==> src/rtl/supv_pkg.sv <==
package supv_pkg;
    typedef enum logic [1:0] {
        ST_POWER_LOW = 2'd0,
        ST_HOLD      = 2'd1,
        ST_RUN       = 2'd2
    } supv_state_t;
endpackage

==> src/rtl/supv_hold_counter.sv <==
module supv_hold_counter #(
    parameter int LIMIT = 512
) (
    input  logic clk,
    input  logic rst_n,
    input  logic clr,
    input  logic adv,
    output logic at_last
);
    localparam int CW = (LIMIT > 2) ? $clog2(LIMIT) : 1;
    localparam logic [CW-1:0] LAST = CW'(LIMIT - 1);

    logic [CW-1:0] count_q;

    always_ff @(posedge clk or negedge rst_n) begin
        if (!rst_n)
            count_q <= '0;
        else if (clr)
            count_q <= '0;
        else if (adv)
            count_q <= count_q + 1'b1;
    end

    assign at_last = (count_q == LAST);

    // the hold-off count never runs past the final tick
    assert_count_bound_R2: assert property (@(posedge clk) disable iff (!rst_n)
        count_q <= LAST);

    // the count is zero straight after block reset
    assert_count_zero_R9: assert property (@(posedge clk) disable iff (!rst_n)
        $rose(rst_n) |-> (count_q == '0));
endmodule

==> src/rtl/supv_reset_fsm.sv <==
module supv_reset_fsm
    import supv_pkg::*;
(
    input  logic clk,
    input  logic rst_n,
    input  logic power_bad,
    input  logic wdog_fault,
    input  logic tick,
    input  logic at_last,
    output logic cnt_adv,
    output logic cnt_clr,
    output logic released
);
    supv_state_t state_q, state_d;

    always_comb begin
        state_d = state_q;
        unique case (state_q)
            ST_POWER_LOW: if (!power_bad) state_d = ST_HOLD;
            ST_HOLD: begin
                if (power_bad)
                    state_d = ST_POWER_LOW;
                else if (tick && at_last)
                    state_d = ST_RUN;
            end
            ST_RUN: begin
                if (power_bad)
                    state_d = ST_POWER_LOW;
                else if (wdog_fault)
                    state_d = ST_HOLD;
            end
            default: state_d = ST_POWER_LOW;
        endcase
    end

    always_ff @(posedge clk or negedge rst_n) begin
        if (!rst_n)
            state_q <= ST_POWER_LOW;
        else
            state_q <= state_d;
    end

    always_comb begin
        cnt_adv  = (state_q == ST_HOLD) && tick && !power_bad;
        cnt_clr  = (state_q != ST_HOLD) || power_bad || (tick && at_last);
        released = (state_q == ST_RUN);
    end

    // any bad-supply cycle sends the controller back to POWER_LOW
    assert_dip_restart_R3: assert property (@(posedge clk) disable iff (!rst_n)
        power_bad |=> (state_q == ST_POWER_LOW));

    // the last tick in HOLD releases reset
    assert_release_on_last_R2: assert property (@(posedge clk) disable iff (!rst_n)
        (state_q == ST_HOLD && !power_bad && tick && at_last) |=> (state_q == ST_RUN));

    // release only ever follows a sampled tick
    assert_release_needs_tick_R2: assert property (@(posedge clk) disable iff (!rst_n)
        $rose(released) |-> $past(tick));

    // a watchdog fault in RUN starts a fresh hold-off
    assert_wdog_pulse_R4: assert property (@(posedge clk) disable iff (!rst_n)
        (state_q == ST_RUN && !power_bad && wdog_fault) |=> (state_q == ST_HOLD && !at_last));
endmodule

==> src/rtl/supv_ce_gate.sv <==
module supv_ce_gate (
    input  logic power_bad,
    input  logic ce_in_n,
    output logic ce_out_n
);
    always_comb begin
        ce_out_n = power_bad ? 1'b1 : ce_in_n;
    end
endmodule

==> src/rtl/supv_reset_seq.sv <==
module supv_reset_seq #(
    parameter int SHORT_TICKS = 512,
    parameter int LONG_TICKS  = 2048,
    parameter bit LONG_HOLD   = 1'b0
) (
    input  logic clk,
    input  logic rst_n,
    input  logic supply_low,
    input  logic on_battery,
    input  logic tick,
    input  logic wdog_fault,
    input  logic ce_in_n,
    output logic rst_out_n,
    output logic rst_out,
    output logic low_line_n,
    output logic ce_out_n
);
    localparam int HOLD_TICKS = LONG_HOLD ? LONG_TICKS : SHORT_TICKS;

    logic power_bad;
    logic cnt_adv, cnt_clr, at_last, released;

    assign power_bad = supply_low | on_battery;

    supv_hold_counter #(.LIMIT(HOLD_TICKS)) u_cnt (
        .clk     (clk),
        .rst_n   (rst_n),
        .clr     (cnt_clr),
        .adv     (cnt_adv),
        .at_last (at_last)
    );

    supv_reset_fsm u_fsm (
        .clk        (clk),
        .rst_n      (rst_n),
        .power_bad  (power_bad),
        .wdog_fault (wdog_fault),
        .tick       (tick),
        .at_last    (at_last),
        .cnt_adv    (cnt_adv),
        .cnt_clr    (cnt_clr),
        .released   (released)
    );

    supv_ce_gate u_ce (
        .power_bad (power_bad),
        .ce_in_n   (ce_in_n),
        .ce_out_n  (ce_out_n)
    );

    assign rst_out_n  = released & ~power_bad;
    assign rst_out    = ~rst_out_n;
    assign low_line_n = ~power_bad;

    // reset is low on any clock edge that sees the supply low
    assert_reset_when_low_R1: assert property (@(posedge clk) disable iff (!rst_n)
        supply_low |=> !released);
endmodule

==> config.mk <==
export PLATFORM = sky130hd
export DESIGN_NAME = supv_reset_seq
export DESIGN_NICKNAME = d
export VERILOG_FILES = /design/src/rtl/supv_pkg.sv /design/src/rtl/supv_hold_counter.sv /design/src/rtl/supv_reset_fsm.sv /design/src/rtl/supv_ce_gate.sv /design/src/rtl/supv_reset_seq.sv
export SDC_FILE = /design/constraint.sdc
export NUM_CORES = 1
export LEC_CHECK = 0
export ABC_CLOCK_PERIOD_IN_PS = 2650
export BUFFER_PORTS_ARGS = -buffer_cell sky130_fd_sc_hd__buf_4
export CAP_MARGIN = 0
export CORE_AREA = 2 2 39 41
export CTS_CLUSTER_SIZE = 12
export DETAILED_ROUTE_END_ITERATION = 6
export DIE_AREA = 0 0 41 43
export PLACE_DENSITY = 0.7
export REMOVE_ABC_BUFFERS = 1
export SLEW_MARGIN = 20
export SYNTH_ARGS = -nofsm -noshare
export SYNTH_HDL_FRONTEND = slang
export SYNTH_SLANG_ARGS = --single-unit
==> constraint.sdc <==
create_clock -name clk -period 2.65 [get_ports clk]
set_input_delay 0.3975 -clock clk [delete_from_list [all_inputs] [get_ports clk]]
set_output_delay 0.3975 -clock clk [all_outputs]
set_load 0.1 [all_outputs]
==> flow_summary.json <==
{
  "status": "finished, final reports clean",
  "hold_path_depth": 3,
  "drive_above_1_share_pct": 19.75,
  "setup_viol": 0,
  "most-common-layout-cells": "dfrtp_1, buf_4, a21oi_1",
  "crit_required_ns": 2.83,
  "grt_max_degree": 12,
  "slew_violations": 0,
  "cts_tree": "built",
  "synth_seq_area_share_pct": 43.14,
  "power.density_mw_per_mm2": 421.3,
  "reg2reg_to": "u_cnt.count_q[5]",
  "ant_nets": 0,
  "power_frac_seq_pct": 53.5,
  "multi_input_area_sq_um": 336.6,
  "combPwrFrac_pct": 11.2,
  "tightestPinTransition_ns": 0.3852,
  "crit_arrival_ns": 2.20,
  "port_buffers": 10,
  "hp-start": "supply_low",
  "critPathLaunchType": "flip-flop",
  "swShare_pct": 24.80,
  "syn_area_sq_um": 638.1,
  "cts-buffers-inserted": 3,
  "grt_use_total_pct": 16.82,
  "grt_pass1_wl_um": 2021,
  "htree_num_levels": 1,
  "die_area_sq_mm": 0.001763,
  "cts_resized": 0,
  "yosys_warnings": 0,
  "layout_commonest_cell": "dfrtp_1",
  "reg2reg_depth": 7,
  "dp_slack_ns": 0.6527,
  "wl_per_cell_um": 13.41,
  "hpwl_um": 959.9,
  "min_to": "u_fsm.state_q[0]",
  "holdWs_ns": 0.4316,
  "place.gp.congestion": 0.7750,
  "antenna_found_initial": 0,
  "clk_pin_slew_ns": 0.07,
  "row_count": 14,
  "cts_root_buf": "clkbuf_4",
  "timing.fmax_mhz": 495.1,
  "insertion_delay_ns": 0.26,
  "fin_area_sq_um": 754.5,
  "insertedDiodeCount": 0,
  "ff_latch_area_sq_um": 275.3,
  "r2r_start": "u_cnt.count_q[0]",
  "nets": 91,
  "rsz0062_at_grt": "false",
  "drc": 0,
  "skew_ns": 0.005574,
  "grt_pass1_vias": 499,
  "place_area_sq_um": 718.2,
  "timing.final.crit_period_ns": 2.020,
  "crit_fanout": 9,
  "overflow": 0,
  "fp.dieH_um": 43,
  "area_growth_pct": 18.24,
  "p_leak_nw": 0.3074,
  "critPathCaptureType": "flip-flop",
  "drt_wl_total_um": 1301,
  "cts.sinks": 11,
  "setup_slack_ns": 0.6302,
  "hold_violations": 0,
  "post-route-period-util_pct": 76.22,
  "core_area_sq_mm": 0.001384,
  "vias_per_cell": 5.845,
  "switchingPower_uw": 78.85,
  "avgSynthCellArea_sq_um": 9.248,
  "p_clk_share_pct": 35.3,
  "drtIter0Drc": 16,
  "vias": 567,
  "drtPass1Iterations": 4,
  "tns_ns": 0,
  "relSlewSlack_pct": 74.24,
  "n_fill_cell": 126,
  "ys_ff_latch": 11,
  "cts_buffer_depth": 2,
  "p_int_uw": 239.0,
  "reg2reg_setup_slack_ns": 0.63,
  "start_util_pct": 46.11,
  "ir_drop_mv": 0.2321,
  "boundaryPins": 11,
  "syn_inst": 69,
  "die_w_um": 41,
  "critPathKind": "flip-flop to flip-flop",
  "synth_cell_types": 25,
  "drv_cap": 0,
  "hp-class": "input port to flip-flop"
}
state kept, by name, indices dropped and copies added (netlist names):
name,count
u_cnt.count_q,9
u_fsm.state_q,2
cells in the mapped netlist, drive strengths merged:
master	number	share of area, %
o211ai	1	1.2
a21boi	1	1.2
a31oi	2	2.0
inv	3	1.8
nor2b	1	0.98
or4	3	3.5
nand2b	1	2.2
a21oi	9	7.1
dfrtp	11	43
o21a	1	1.2
mux2i	1	1.6
nand3b	5	5.9
nand2	5	2.9
nand4	2	2.9
buf	3	2.4
o21ai	3	2.4
nand3	4	3.1
nor2	4	2.4
a22oi	1	1.2
or3	3	3.1
ha	2	3.9
o311ai	2	2.7
nand4b	1	1.4
through the flow:
step	total power, mW	instances	util [%]
detailed placement	0.2077	92	51.90
finish	0.3179	97	54.52
CTS	0.3242	97	54.52
global placement	0.2074	92	51.90
global route	0.3362	97	54.52
floorplan	0.1917	66	-
power by group through the flow:
stage          logic (mW)  clock network [mW]  registers [mW]
2_1_floorplan      0.0186                   0           0.173
3_3_place_gp       0.0342                   0           0.173
3_5_place_dp       0.0345                   0           0.173
4_1_cts            0.0357               0.119           0.170
5_1_grt            0.0383               0.128           0.170
6_report           0.0355               0.112           0.170
routing by layer:
layer	vias to the layer above	global-route usage (%)	share of wire (%)
li1	285	-	-
met1	280	22.52	48
met2	2	25.00	50
met3	0	3.141	1.8
met4	0	8.000	0
met5	-	0	0
worst max-delay path, stage by stage (launching register included):
cell      delay, ns
dfrtp_1        0.43
ha_1           0.28
nand3_1        0.10
nor2_1         0.04
ha_1           0.27
nand2b_4       0.19
or4_1          0.46
a21oi_1        0.16
worst max path at each step:
stage,cells after the start,to,startpoint
finish,7,u_cnt.count_q[5],u_cnt.count_q[0]
global route,7,u_cnt.count_q[3],u_cnt.count_q[0]
floorplan,3,rst_out_n,on_battery
global placement,7,u_cnt.count_q[7],u_cnt.count_q[0]
detailed placement,7,u_cnt.count_q[5],u_cnt.count_q[0]
CTS,7,u_cnt.count_q[5],u_cnt.count_q[0]
cell type report:
cell class	instances	area share, %
multi-input cells	52	44.61
flip-flops and latches	11	36.48
repair buffers	11	11.28
clock buffers	4	3.483
well taps	16	2.653
inverters	3	1.493
cell families after synthesis:
logic type	synth area share (%)
buffers and inverters	4.117
AO/OA/AOI/OAI	18.82
AND/OR/NAND/NOR	28.43
flip-flops	43.14
adder cells (fa/ha/maj)	3.921
multiplexers	1.569
timing repair:
item                                   CTS  global route
hold buffers                             1             0
setup buffers                            0             0
endpoints found under the hold margin   11             0
No activity file was read; power rests on OpenSTA's default activity.
